### config.mk
export PLATFORM = sky130hd
export DESIGN_NAME = thr_skip_top
export DESIGN_NICKNAME = d
export VERILOG_FILES = /design/src/rtl/thr_pkg.sv /design/src/rtl/thr_cfg_regs.sv /design/src/rtl/thr_req_gen.sv /design/src/rtl/thr_prio_sel.sv /design/src/rtl/thr_pulse_skip.sv /design/src/rtl/thr_skip_top.sv
export SDC_FILE = /design/constraint.sdc
export NUM_CORES = 1
export LEC_CHECK = 0
export ABC_AREA = 1
export BUFFER_PORTS_ARGS = -buffer_cell sky130_fd_sc_hd__buf_4
export CAP_MARGIN = 10
export CORE_ASPECT_RATIO = 0.9
export CORE_MARGIN = 5
export CORE_UTILIZATION = 59
export CTS_CLUSTER_SIZE = 30
export DETAILED_ROUTE_END_ITERATION = 8
export PLACE_DENSITY_LB_ADDON = 0.25
export SETUP_SLACK_MARGIN = 0.1
export SLEW_MARGIN = 40
export SYNTH_ARGS = -nofsm -noshare
export SYNTH_HDL_FRONTEND = slang
export SYNTH_SLANG_ARGS = --single-unit
### constraint.sdc
create_clock -name clk -period 4.4 [get_ports clk]
set_input_delay 0 -clock clk [delete_from_list [all_inputs] [get_ports clk]]
set_output_delay 0 -clock clk [all_outputs]
set_load 0.01 [all_outputs]
### src/rtl/thr_pkg.sv
package thr_pkg;
    localparam int PCT_W    = 7;
    localparam int LVL_W    = 2;
    localparam int PCT_FULL = 100;

    typedef struct packed {
        logic [PCT_W-1:0] prio;
        logic [PCT_W-1:0] cpu_pct;
        logic [LVL_W-1:0] gpu_lvl;
    } thr_cfg_t;

    // clamp a field to the 0..100 range
    function automatic logic [PCT_W-1:0] sat_pct(input logic [PCT_W-1:0] v);
        return (v > PCT_W'(PCT_FULL)) ? PCT_W'(PCT_FULL) : v;
    endfunction

    // pulses passed per 100 cycles for a CPU skip percentage
    function automatic logic [PCT_W-1:0] cpu_pass(input logic [PCT_W-1:0] pct);
        return PCT_W'(PCT_FULL) - pct;
    endfunction

    // pulses passed per 100 cycles for a GPU level
    function automatic logic [PCT_W-1:0] lvl_pass(input logic [LVL_W-1:0] lvl);
        logic [PCT_W-1:0] p;
        case (lvl)
            2'd0:    p = PCT_W'(100);
            2'd1:    p = PCT_W'(50);
            2'd2:    p = PCT_W'(25);
            default: p = PCT_W'(15);
        endcase
        return p;
    endfunction
endpackage

### src/rtl/thr_cfg_regs.sv
module thr_cfg_regs
    import thr_pkg::*;
#(
    parameter int NREQ   = 3,
    parameter int NTHERM = 2,
    parameter int TEMP_W = 8,
    parameter int IDXW   = 2
) (
    input  logic                              clk,
    input  logic                              rst_n,
    input  logic                              we_i,
    input  logic [IDXW-1:0]                   idx_i,
    input  logic [PCT_W-1:0]                  prio_i,
    input  logic [PCT_W-1:0]                  pct_i,
    input  logic [LVL_W-1:0]                  lvl_i,
    input  logic [TEMP_W-1:0]                 thr_i,
    output thr_cfg_t [NREQ-1:0]               cfg_o,
    output logic [NTHERM-1:0][TEMP_W-1:0]     thr_o
);
    typedef struct packed {
        thr_cfg_t [NREQ-1:0]               ent;
        logic [NTHERM-1:0][TEMP_W-1:0]     thr;
    } regs_t;

    regs_t regs_d, regs_q;

    always_comb begin
        regs_d = regs_q;
        if (we_i) begin
            for (int i = 0; i < NREQ; i++) begin
                if (int'(idx_i) == i) begin
                    regs_d.ent[i].prio    = sat_pct(prio_i);
                    regs_d.ent[i].cpu_pct = sat_pct(pct_i);
                    regs_d.ent[i].gpu_lvl = lvl_i;
                end
            end
            for (int t = 0; t < NTHERM; t++) begin
                if (int'(idx_i) == t) begin
                    regs_d.thr[t] = thr_i;
                end
            end
        end
    end

    always_ff @(posedge clk) begin
        if (!rst_n) begin
            regs_q.ent <= '0;
            regs_q.thr <= '1;
        end else begin
            regs_q <= regs_d;
        end
    end

    assign cfg_o = regs_q.ent;
    assign thr_o = regs_q.thr;

    for (genvar g = 0; g < NREQ; g++) begin : g_chk
        AST_PRIO_RANGE: assert property (@(posedge clk) disable iff (!rst_n)
            regs_q.ent[g].prio <= PCT_W'(PCT_FULL));
        AST_PCT_RANGE: assert property (@(posedge clk) disable iff (!rst_n)
            regs_q.ent[g].cpu_pct <= PCT_W'(PCT_FULL));
    end
endmodule

### src/rtl/thr_req_gen.sv
module thr_req_gen #(
    parameter int NTHERM = 2,
    parameter int TEMP_W = 8,
    parameter int NREQ   = 3
) (
    input  logic [NTHERM*TEMP_W-1:0]      temp_i,
    input  logic [NTHERM-1:0][TEMP_W-1:0] thr_i,
    input  logic                          oc_i,
    output logic [NREQ-1:0]               raised_o
);
    for (genvar t = 0; t < NTHERM; t++) begin : g_therm
        assign raised_o[t] = temp_i[t*TEMP_W +: TEMP_W] > thr_i[t];
    end
    assign raised_o[NREQ-1] = oc_i;
endmodule

### src/rtl/thr_prio_sel.sv
module thr_prio_sel
    import thr_pkg::*;
#(
    parameter int NREQ = 3,
    parameter int IDXW = 2
) (
    input  logic                 clk,
    input  logic                 rst_n,
    input  logic [NREQ-1:0]      raised_i,
    input  thr_cfg_t [NREQ-1:0]  cfg_i,
    output logic                 sel_valid_o,
    output logic [IDXW-1:0]      sel_idx_o,
    output logic [PCT_W-1:0]     sel_pct_o,
    output logic [LVL_W-1:0]     sel_lvl_o
);
    typedef struct packed {
        logic             valid;
        logic [IDXW-1:0]  idx;
        logic [PCT_W-1:0] pct;
        logic [LVL_W-1:0] lvl;
    } sel_t;

    sel_t             sel_d, sel_q;
    logic [NREQ-1:0]  elig;
    logic             win_valid;
    logic [IDXW-1:0]  win_idx;
    logic [PCT_W-1:0] win_prio;

    always_comb begin
        for (int i = 0; i < NREQ; i++) begin
            elig[i] = raised_i[i] && (cfg_i[i].prio != '0);
        end
    end

    // strict greater-than keeps the lower index on a tie
    always_comb begin
        win_valid = 1'b0;
        win_idx   = '0;
        win_prio  = '0;
        for (int i = 0; i < NREQ; i++) begin
            if (elig[i] && (cfg_i[i].prio > win_prio)) begin
                win_valid = 1'b1;
                win_idx   = IDXW'(i);
                win_prio  = cfg_i[i].prio;
            end
        end
    end

    always_comb begin
        sel_d       = '0;
        sel_d.valid = win_valid;
        if (win_valid) begin
            sel_d.idx = win_idx;
            for (int i = 0; i < NREQ; i++) begin
                if (int'(win_idx) == i) begin
                    sel_d.pct = cfg_i[i].cpu_pct;
                    sel_d.lvl = cfg_i[i].gpu_lvl;
                end
            end
        end
    end

    always_ff @(posedge clk) begin
        if (!rst_n) sel_q <= '0;
        else        sel_q <= sel_d;
    end

    assign sel_valid_o = sel_q.valid;
    assign sel_idx_o   = sel_q.idx;
    assign sel_pct_o   = sel_q.pct;
    assign sel_lvl_o   = sel_q.lvl;

    for (genvar j = 0; j < NREQ; j++) begin : g_chk
        AST_WIN_HIGHEST: assert property (@(posedge clk) disable iff (!rst_n)
            (win_valid && elig[j]) |-> (cfg_i[j].prio <= win_prio));
        AST_TIE_LOW_IDX: assert property (@(posedge clk) disable iff (!rst_n)
            (win_valid && elig[j] && cfg_i[j].prio == win_prio) |-> (int'(win_idx) <= j));
    end
    AST_NONE_IDLE: assert property (@(posedge clk) disable iff (!rst_n)
        (elig == '0) |=> !sel_valid_o);
    AST_IDLE_ZERO: assert property (@(posedge clk) disable iff (!rst_n)
        !sel_valid_o |-> (sel_pct_o == '0 && sel_lvl_o == '0));
endmodule

### src/rtl/thr_pulse_skip.sv
module thr_pulse_skip
    import thr_pkg::*;
(
    input  logic             clk,
    input  logic             rst_n,
    input  logic [PCT_W-1:0] pass_i,
    output logic             en_o
);
    typedef struct packed {
        logic [PCT_W-1:0] acc;
        logic             en;
    } skip_t;

    skip_t          st_d, st_q;
    logic [PCT_W:0] sum;

    always_comb begin
        sum = {1'b0, st_q.acc} + {1'b0, pass_i};
        if (sum >= (PCT_W+1)'(PCT_FULL)) begin
            st_d.en  = 1'b1;
            st_d.acc = PCT_W'(sum - (PCT_W+1)'(PCT_FULL));
        end else begin
            st_d.en  = 1'b0;
            st_d.acc = PCT_W'(sum);
        end
    end

    always_ff @(posedge clk) begin
        if (!rst_n) begin
            st_q.acc <= '0;
            st_q.en  <= 1'b1;
        end else begin
            st_q <= st_d;
        end
    end

    assign en_o = st_q.en;

    AST_ACC_BOUND: assert property (@(posedge clk) disable iff (!rst_n)
        st_q.acc < PCT_W'(PCT_FULL));
    AST_PASS_RANGE: assert property (@(posedge clk) disable iff (!rst_n)
        pass_i <= PCT_W'(PCT_FULL));
    AST_FULL_PASS: assert property (@(posedge clk) disable iff (!rst_n)
        (pass_i == PCT_W'(PCT_FULL)) |=> en_o);
    AST_FULL_SKIP: assert property (@(posedge clk) disable iff (!rst_n)
        (pass_i == '0) |=> !en_o);
    AST_NO_DOUBLE_SKIP: assert property (@(posedge clk) disable iff (!rst_n)
        (pass_i >= PCT_W'(50) && $stable(pass_i) && !en_o) |=> en_o);
endmodule

### src/rtl/thr_skip_top.sv
module thr_skip_top
    import thr_pkg::*;
#(
    parameter  int NTHERM = 2,
    parameter  int TEMP_W = 8,
    localparam int NREQ   = NTHERM + 1,
    localparam int IDXW   = $clog2(NREQ)
) (
    input  logic                     clk,
    input  logic                     rst_n,
    input  logic [NTHERM*TEMP_W-1:0] temp_i,
    input  logic                     oc_alarm_i,
    input  logic                     cfg_we_i,
    input  logic [IDXW-1:0]          cfg_idx_i,
    input  logic [PCT_W-1:0]         cfg_prio_i,
    input  logic [PCT_W-1:0]         cfg_cpu_pct_i,
    input  logic [LVL_W-1:0]         cfg_gpu_lvl_i,
    input  logic [TEMP_W-1:0]        cfg_thr_i,
    output logic                     sel_valid_o,
    output logic [IDXW-1:0]          sel_idx_o,
    output logic [PCT_W-1:0]         sel_cpu_pct_o,
    output logic [LVL_W-1:0]         sel_gpu_lvl_o,
    output logic                     cpu_clk_en_o,
    output logic                     gpu_clk_en_o
);
    localparam int NCH = 2;

    thr_cfg_t [NREQ-1:0]           cfg;
    logic [NTHERM-1:0][TEMP_W-1:0] thr;
    logic [NREQ-1:0]               raised;
    logic [NCH-1:0][PCT_W-1:0]     pass;
    logic [NCH-1:0]                en;

    thr_cfg_regs #(.NREQ(NREQ), .NTHERM(NTHERM), .TEMP_W(TEMP_W), .IDXW(IDXW)) u_regs (
        .clk    (clk),
        .rst_n  (rst_n),
        .we_i   (cfg_we_i),
        .idx_i  (cfg_idx_i),
        .prio_i (cfg_prio_i),
        .pct_i  (cfg_cpu_pct_i),
        .lvl_i  (cfg_gpu_lvl_i),
        .thr_i  (cfg_thr_i),
        .cfg_o  (cfg),
        .thr_o  (thr)
    );

    thr_req_gen #(.NTHERM(NTHERM), .TEMP_W(TEMP_W), .NREQ(NREQ)) u_req (
        .temp_i   (temp_i),
        .thr_i    (thr),
        .oc_i     (oc_alarm_i),
        .raised_o (raised)
    );

    thr_prio_sel #(.NREQ(NREQ), .IDXW(IDXW)) u_sel (
        .clk         (clk),
        .rst_n       (rst_n),
        .raised_i    (raised),
        .cfg_i       (cfg),
        .sel_valid_o (sel_valid_o),
        .sel_idx_o   (sel_idx_o),
        .sel_pct_o   (sel_cpu_pct_o),
        .sel_lvl_o   (sel_gpu_lvl_o)
    );

    assign pass[0] = cpu_pass(sel_cpu_pct_o);
    assign pass[1] = lvl_pass(sel_gpu_lvl_o);

    for (genvar c = 0; c < NCH; c++) begin : g_skip
        thr_pulse_skip u_skip (
            .clk    (clk),
            .rst_n  (rst_n),
            .pass_i (pass[c]),
            .en_o   (en[c])
        );
    end

    assign cpu_clk_en_o = en[0];
    assign gpu_clk_en_o = en[1];
endmodule

== Word level (Yosys, flattened, before mapping) ==
Cells that the tools add are included.

* Word-level logic and storage cells: 70
* Flip-flop bits (word level): 92
* Output and inout bits: 14

* Multiplexer cells: 15
* $lt $le $gt $ge: 9
* Reductions and logical operators: 16
* $add $sub $neg: 5
* Equal/unequal tests: 6

{| class="wikitable"
|+ Operators with widths
! cell !! number
|-
| 2-to-1 mux 7 bit || 4
|-
| 2-to-1 mux 9 bit || 3
|-
| case mux 7 bit (3 select lines) || 1
|-
| nonzero test 7 bit || 3
|-
| adder 7 x 7 -> 8 bit || 2
|-
| >= comparator 8 x 7 -> 1 bit (second input constant) || 2
|-
| greater-than comparator 8 bit || 2
|-
| 2-to-1 mux 8 bit || 2
|-
| greater-than comparator 7 bit || 2
|-
| greater-than comparator 7 bit (second input constant) || 2
|-
| subtractor 7 bit (second input constant) || 2
|-
| equality test 2 bit (second input constant) || 5
|-
| AND reduction 2 bit || 4
|-
| greater-than comparator 7 x 1 -> 1 bit (second input constant) || 1
|-
| subtractor 7 bit (first input constant) || 1
|-
| logical AND 1 bit || 6
|-
| logical NOT 2 bit || 3
|-
| 2-to-1 mux 1 bit || 4
|-
| equality test 2 x 1 -> 1 bit (second input constant) || 1
|-
| 2-to-1 mux 2 bit || 1
|}

== Longest topological paths before layout ==
* Depth after elaboration: 14
* Depth in mapped cells: 34

== Cells and area by module ==
From an unflattened synthesis, not the netlist that was laid out.

* Cells, all modules: 836
* Area total of the unflattened synthesis: 5713.0 um^2

{| class="wikitable"
|+ Modules (own cells, without submodules)
! module !! instances !! area an instance (um^2) !! cells an instance !! seq. area each (um^2)
|-
| thr_cfg_regs || 1 || 2285.9 || 286 || 1281.2
|-
| thr_prio_sel || 1 || 1176.1 || 199 || 240.2
|-
| thr_pulse_skip (g_skip[1].u_skip) || 1 || 808.3 || 121 || 160.2
|-
| thr_pulse_skip (g_skip[0].u_skip) || 1 || 797.0 || 121 || 160.2
|-
| thr_req_gen || 1 || 441.7 || 73 || 0.0
|-
| thr_skip_top || 1 || 203.9 || 36 || 0.0
|}

== Worst setup path before layout ==
OpenSTA, ideal clock, no wires.

* Path kind: register to register
* Start: reg u_regs.thr_o[3] (netlist name)
* End: reg u_sel.sel_q, in the netlist u_sel.sel_lvl_o[0]
* Cell stages (with the launch flop): 31
* Path buffers: 2
* Setup time: 0.109 ns
* Required time: 4.291 ns
* Arrival time: 3.362 ns
* Setup slack: 0.929 ns
* Path through: dfxtp_1 -> inv_1 -> ha_1 -> nand2_1 -> o21ai_0 -> nand2_1 -> nand2_1 -> nand2_1 -> nor2_1 -> inv_1 -> ha_1 -> nand2_1 -> nor2_1 -> nand3_1 -> inv_1 -> nor2_2 -> nand3_4 -> buf_6 -> nand2_1 -> o21ai_0 -> ha_1 -> nand2_1 -> nor2_1 -> nand3_1 -> nand3_1 -> buf_4 -> inv_4 -> nand2_1 -> nand3_1 -> nand2_1 -> inv_1

* Longest elaborated chain between the ends: 14
* Elaborated cells on any way between the ends: 21
* Those cells by class: order compare: 3; eq/ne: 2; mux: 10; reduce/logical: 6

{| class="wikitable"
|+ RTL lines
! item !! RTL line !! text
|-
| greater-than comparator 8 bit * || thr_req_gen.sv:12 || <nowiki>assign raised_o[t] = temp_i[t*TEMP_W +: TEMP_W] > thr_i[t];</nowiki>
|-
| logical AND 1 bit * || thr_prio_sel.sv:31 || <nowiki>elig[i] = raised_i[i] && (cfg_i[i].prio != '0);</nowiki>
|-
| logical AND 1 bit * || thr_prio_sel.sv:41 || <nowiki>if (elig[i] && (cfg_i[i].prio > win_prio)) begin</nowiki>
|-
| 2-to-1 mux 7 bit || thr_prio_sel.sv:41 ||
|-
| greater-than comparator 7 bit || thr_prio_sel.sv:41 ||
|-
| logical AND 1 bit || thr_prio_sel.sv:41 ||
|-
| 2-to-1 mux 7 bit || thr_prio_sel.sv:41 ||
|-
| greater-than comparator 7 bit || thr_prio_sel.sv:41 ||
|-
| logical AND 1 bit || thr_prio_sel.sv:41 ||
|-
| 2-to-1 mux 2 bit || thr_prio_sel.sv:41 ||
|-
| logical NOT 2 bit || thr_prio_sel.sv:55 || <nowiki>if (int'(win_idx) == i) begin</nowiki>
|-
| 2-to-1 mux 9 bit (3 in a row) || thr_prio_sel.sv:55 ||
|-
| end signal, assigned || thr_prio_sel.sv:65 || <nowiki>else sel_q <= sel_d;</nowiki>
|-
| end, declared || thr_prio_sel.sv:23 || <nowiki>sel_t sel_d, sel_q;</nowiki>
|}

Mark *: on every way between the ends. The rest lies on a longest branch, timed or not.
A chain may end at the register's enable or synchronous reset.

== Final worst setup path ==
* Start: reg u_regs.thr_o[3] (netlist name)
* End: reg u_sel.sel_q, in the netlist u_sel.sel_pct_o[1]

* Longest elaborated chain between the ends: 14
* Elaborated cells on any way between the ends: 21
* Those cells by class: order compare: 3; eq/ne: 2; mux: 10; reduce/logical: 6

{| class="wikitable"
|+ RTL lines
! item !! RTL line
|-
| greater-than comparator 8 bit * || thr_req_gen.sv:12
|-
| logical AND 1 bit * || thr_prio_sel.sv:31
|-
| logical AND 1 bit * || thr_prio_sel.sv:41
|-
| 2-to-1 mux 7 bit || thr_prio_sel.sv:41
|-
| greater-than comparator 7 bit || thr_prio_sel.sv:41
|-
| logical AND 1 bit || thr_prio_sel.sv:41
|-
| 2-to-1 mux 7 bit || thr_prio_sel.sv:41
|-
| greater-than comparator 7 bit || thr_prio_sel.sv:41
|-
| logical AND 1 bit || thr_prio_sel.sv:41
|-
| 2-to-1 mux 2 bit || thr_prio_sel.sv:41
|-
| logical NOT 2 bit || thr_prio_sel.sv:55
|-
| 2-to-1 mux 9 bit (3 in a row) || thr_prio_sel.sv:55
|}

Marked as above.

==> metrics.md <==
| Metric | Value |
|---|---|
| Final Cycle Share | `0.901` |
| WL/cell | `between 10 and 15 µm` |
| Leakage Power | `3.35 nW` |
| Synth Cell Area | `0.00547 mm²` |
| Clk root buf | `clkbuf_8` |
| Share of cells above drive strength 1 | `0.155` |
| Worst slew pin tran | `0.666 ns` |
| Port bufs | `59` |
| CTS tree | `built` |
| Final wirelength | `about 14000 µm` |
| GR Util met3 | `0.0442` |
| Die W | `111 µm` |
| Syn Inst Count | `769` |
| Top cells by count, synth | `nand2_1 (156), inv_1 (99), dfxtp_1 (92)` |
| Vias in the first global route | `~5200` |
| Register area | `0.00184 mm²` |
| Worst hold start | `rst_n` |
| Final #Nets | `948` |
| Final Core Density | `0.714` |
| R2r startpoint | `u_regs.thr_o[3]` |
| CP startpoint | `u_regs.thr_o[3]` |
| Met2 Use GR | `0.459` |
| Via count | `5234` |
| RSZ-0062 raised after global routing | `no` |
| Setup Skew | `0.0145 ns` |
| GRT overflow | `0` |
| Async set-or-reset flop fraction in the synthesized netlist | `0` |
| Largest stage delay, worst path | `around 0.35 ns` |
| First-pass GRT wire length | `23200 µm` |
| Synth top area share | `0.337` |
| Top cell type by total area after synthesis | `dfxtp_1` |
| Hold Fails Final Rpt | `0` |
| GRT busiest layer | `met2` |
| Clock buffer depth | `2` |
| Setup Crit Path Kind | `reg2reg` |
| Clock latency on the worst-skew pair | `around 0.38 ns` |
| Top cells by area, synth | `dfxtp_1 (34%), ha_1 (12%), nand2_1 (11%), inv_1 (6.8%), o21ai_0 (5.9%)` |
| H-tree lvl count | `3` |
| Antenna Nets Post-Route | `0` |
| CP Launch Type | `register` |
| Fin crit period | `3.97 ns` |
| Vias/cell | `5.37` |
| Top FF cell, synth | `dfxtp_1` |
| Slowest cell on crit path | `ha_1` |
| Die footprint | `0.0113 mm²` |
| F_max | `252 MHz` |
| Core area | `~0.0091 mm²` |
| Crit path required time | `4.68 ns` |
| Max-slew violations | `0` |
| Most used cell, CP | `nand2_1` |
| Maximum vdd ir drop | `279 µV` |
| PD cells | `between 300 and 400 mW/mm²` |
| Post-DP HPWL | `about 9700 µm` |
| Post-synth EDFFs | `0` |
| Flops & latches, synth | `92` |
| Initial Util | `0.602` |
| CTS Buf Count | `9` |
| Worst Path Arrival | `about 4.3 ns` |
| Synth cell types | `38` |
| Setup_tns | `0 ns` |
| Most common cell in the netlist | `nand2_1` |
| Final Wtd Congestion | `0.907` |
| Status | `complete, no violations` |
| Starting DRC count in detailed routing | `323` |
| Mean area per synthesized cell | `7.11 µm²` |
| Footprint of the multi-input gates | `approximately 0.0032 mm²` |
| Met1 usage | `0.296` |
| CTS clk-pin slew, worst paths | `~0.10 ns` |
| Hold Crit Class | `in2reg` |
| Total GRT Usage | `0.248` |
| Syn nets | `870` |
| WHS | `between 0.1 and 0.15 ns` |
| # DRC | `0` |
| Sequential area share after synthesis | `0.337` |
| Final setup violation count | `0` |
| Yosys warnings | `0` |
| Max_slew headroom | `0.555` |
| Row count | `33` |
| Max Cap Viol | `0` |
| Flop2flop setup slack | `between 0.4 and 0.5 ns` |
| Initial antenna violation count | `0` |
| CP Max Fanout | `11` |
| Filler instances | `719` |
| Die Ht | `101 µm` |
| Inserted Diodes | `0` |
| Pre-antenna DRT Iters | `5` |
| Synthesis-to-layout area growth | `18.6%` |
| Io pins | `60` |
| Largest net degree at the start of global routing | `75` |
| Critical Path Sink Type | `register` |
| Clock sinks | `92` |
-- final cells by class --
type / instances / share of cell area
Clock inverter: 7 / 0.0125
Tap cell: 122 / 0.0235
Sequential cell: 92 / 0.284
Inverter: 107 / 0.0625
Timing Repair Buffer: 89 / 0.113
Multi-Input combinational cell: 548 / 0.486
Clock buffer: 9 / 0.0191
-- sequential cells by signal (all words and copies together), names as in the netlist --
register            flops
u_sel.sel_idx_o         2
g_skip.u_skip.en_o      2
u_regs.cfg_o           48
u_sel.sel_valid_o       1
u_sel.sel_pct_o         7
u_regs.thr_o           16
u_sel.sel_lvl_o         2
g_skip.u_skip.st_q     14
-- critical path, delay by kind of cell, from the launching register on --
| kind | cells | cell delay, ns |
|---|---|---|
| AOI/OAI and AO/OA | 2 | 0.33 |
| adders and majority gates | 3 | 0.93 |
| buffers and inverters | 5 | 0.43 |
| DFF | 1 | 0.32 |
| and+or+nand+nor | 19 | 1.87 |
-- metrics by stage --
step / power (mW) / setup slack, ns / std cells / cell area (µm²)
after CTS: 2.56 / 0.174 / 971 / 6440
after detailed placement: 1.94 / 0.225 / 931 / 5990
after floorplan: 1.72 / 0.929 / 769 / 5470
final: 2.56 / 0.435 / 974 / 6490
after global placement: 1.89 / 0.449 / 931 / 5990
after global routing: 2.75 / 0.0833 / 974 / 6490
-- report_power, final --
part / switching, mW / internal (mW) / leakage, nW
clock: 0.330 / 0.272 / 0.106
sequential: 0.0348 / 0.911 / 0.753
combinational: 0.625 / 0.384 / 2.49
-- layout by cell type, fill, tap and decap left out, types with 6 or more instances in the layout --
| cell | synthesis | layout |
|---|---|---|
| o211ai_1 | 14 | 14 |
| nand2_1 | 156 | 155 |
| clkbuf_8 | 0 | 9 |
| nand4_1 | 9 | 9 |
| nor2_1 | 72 | 68 |
| nand2_2 | 10 | 10 |
| inv_2 | 4 | 6 |
| dlygate4sd3_1 | 0 | 24 |
| buf_4 | 1 | 64 |
| dfxtp_1 | 92 | 92 |
| nand3_2 | 9 | 10 |
| a21oi_1 | 62 | 62 |
| nand3_1 | 63 | 62 |
| ha_1 | 53 | 53 |
| inv_1 | 99 | 97 |
| o21ai_0 | 64 | 64 |
-- worst paths after layout --
kind                                              end  depth (start not counted)
worst max register to register     u_sel.sel_pct_o[1]                         29
worst min register to register        u_regs.thr_o[0]                          2
worst max-delay path               u_sel.sel_pct_o[1]                         29
worst min-delay path            g_skip[0].u_skip.en_o                          2
-- layer usage --
layer / wire, µm / share of wire
met5: 0 / 0
met4: 227 / 0.017
met3: 771 / 0.057
met2: 6740 / 0.50
met1: 5770 / 0.43
-- timing repair --
item,CTS,global route
hold buffers,24,0
endpoints found under the hold margin,64,0
setup buffers,0,2
resized for setup,0,11
setup endpoints to repair,0,12
-- cell families after synthesis --
group	Yosys count	synth area share
AND/OR/NAND/NOR	340	0.288
XOR/XNOR	5	0.00801
adder cells (fa/ha/maj)	55	0.129
buffers and inverters	129	0.0926
AO/OA/AOI/OAI	148	0.146
flip-flops	92	0.337
Note: power is estimated with default switching activity, not from simulation.
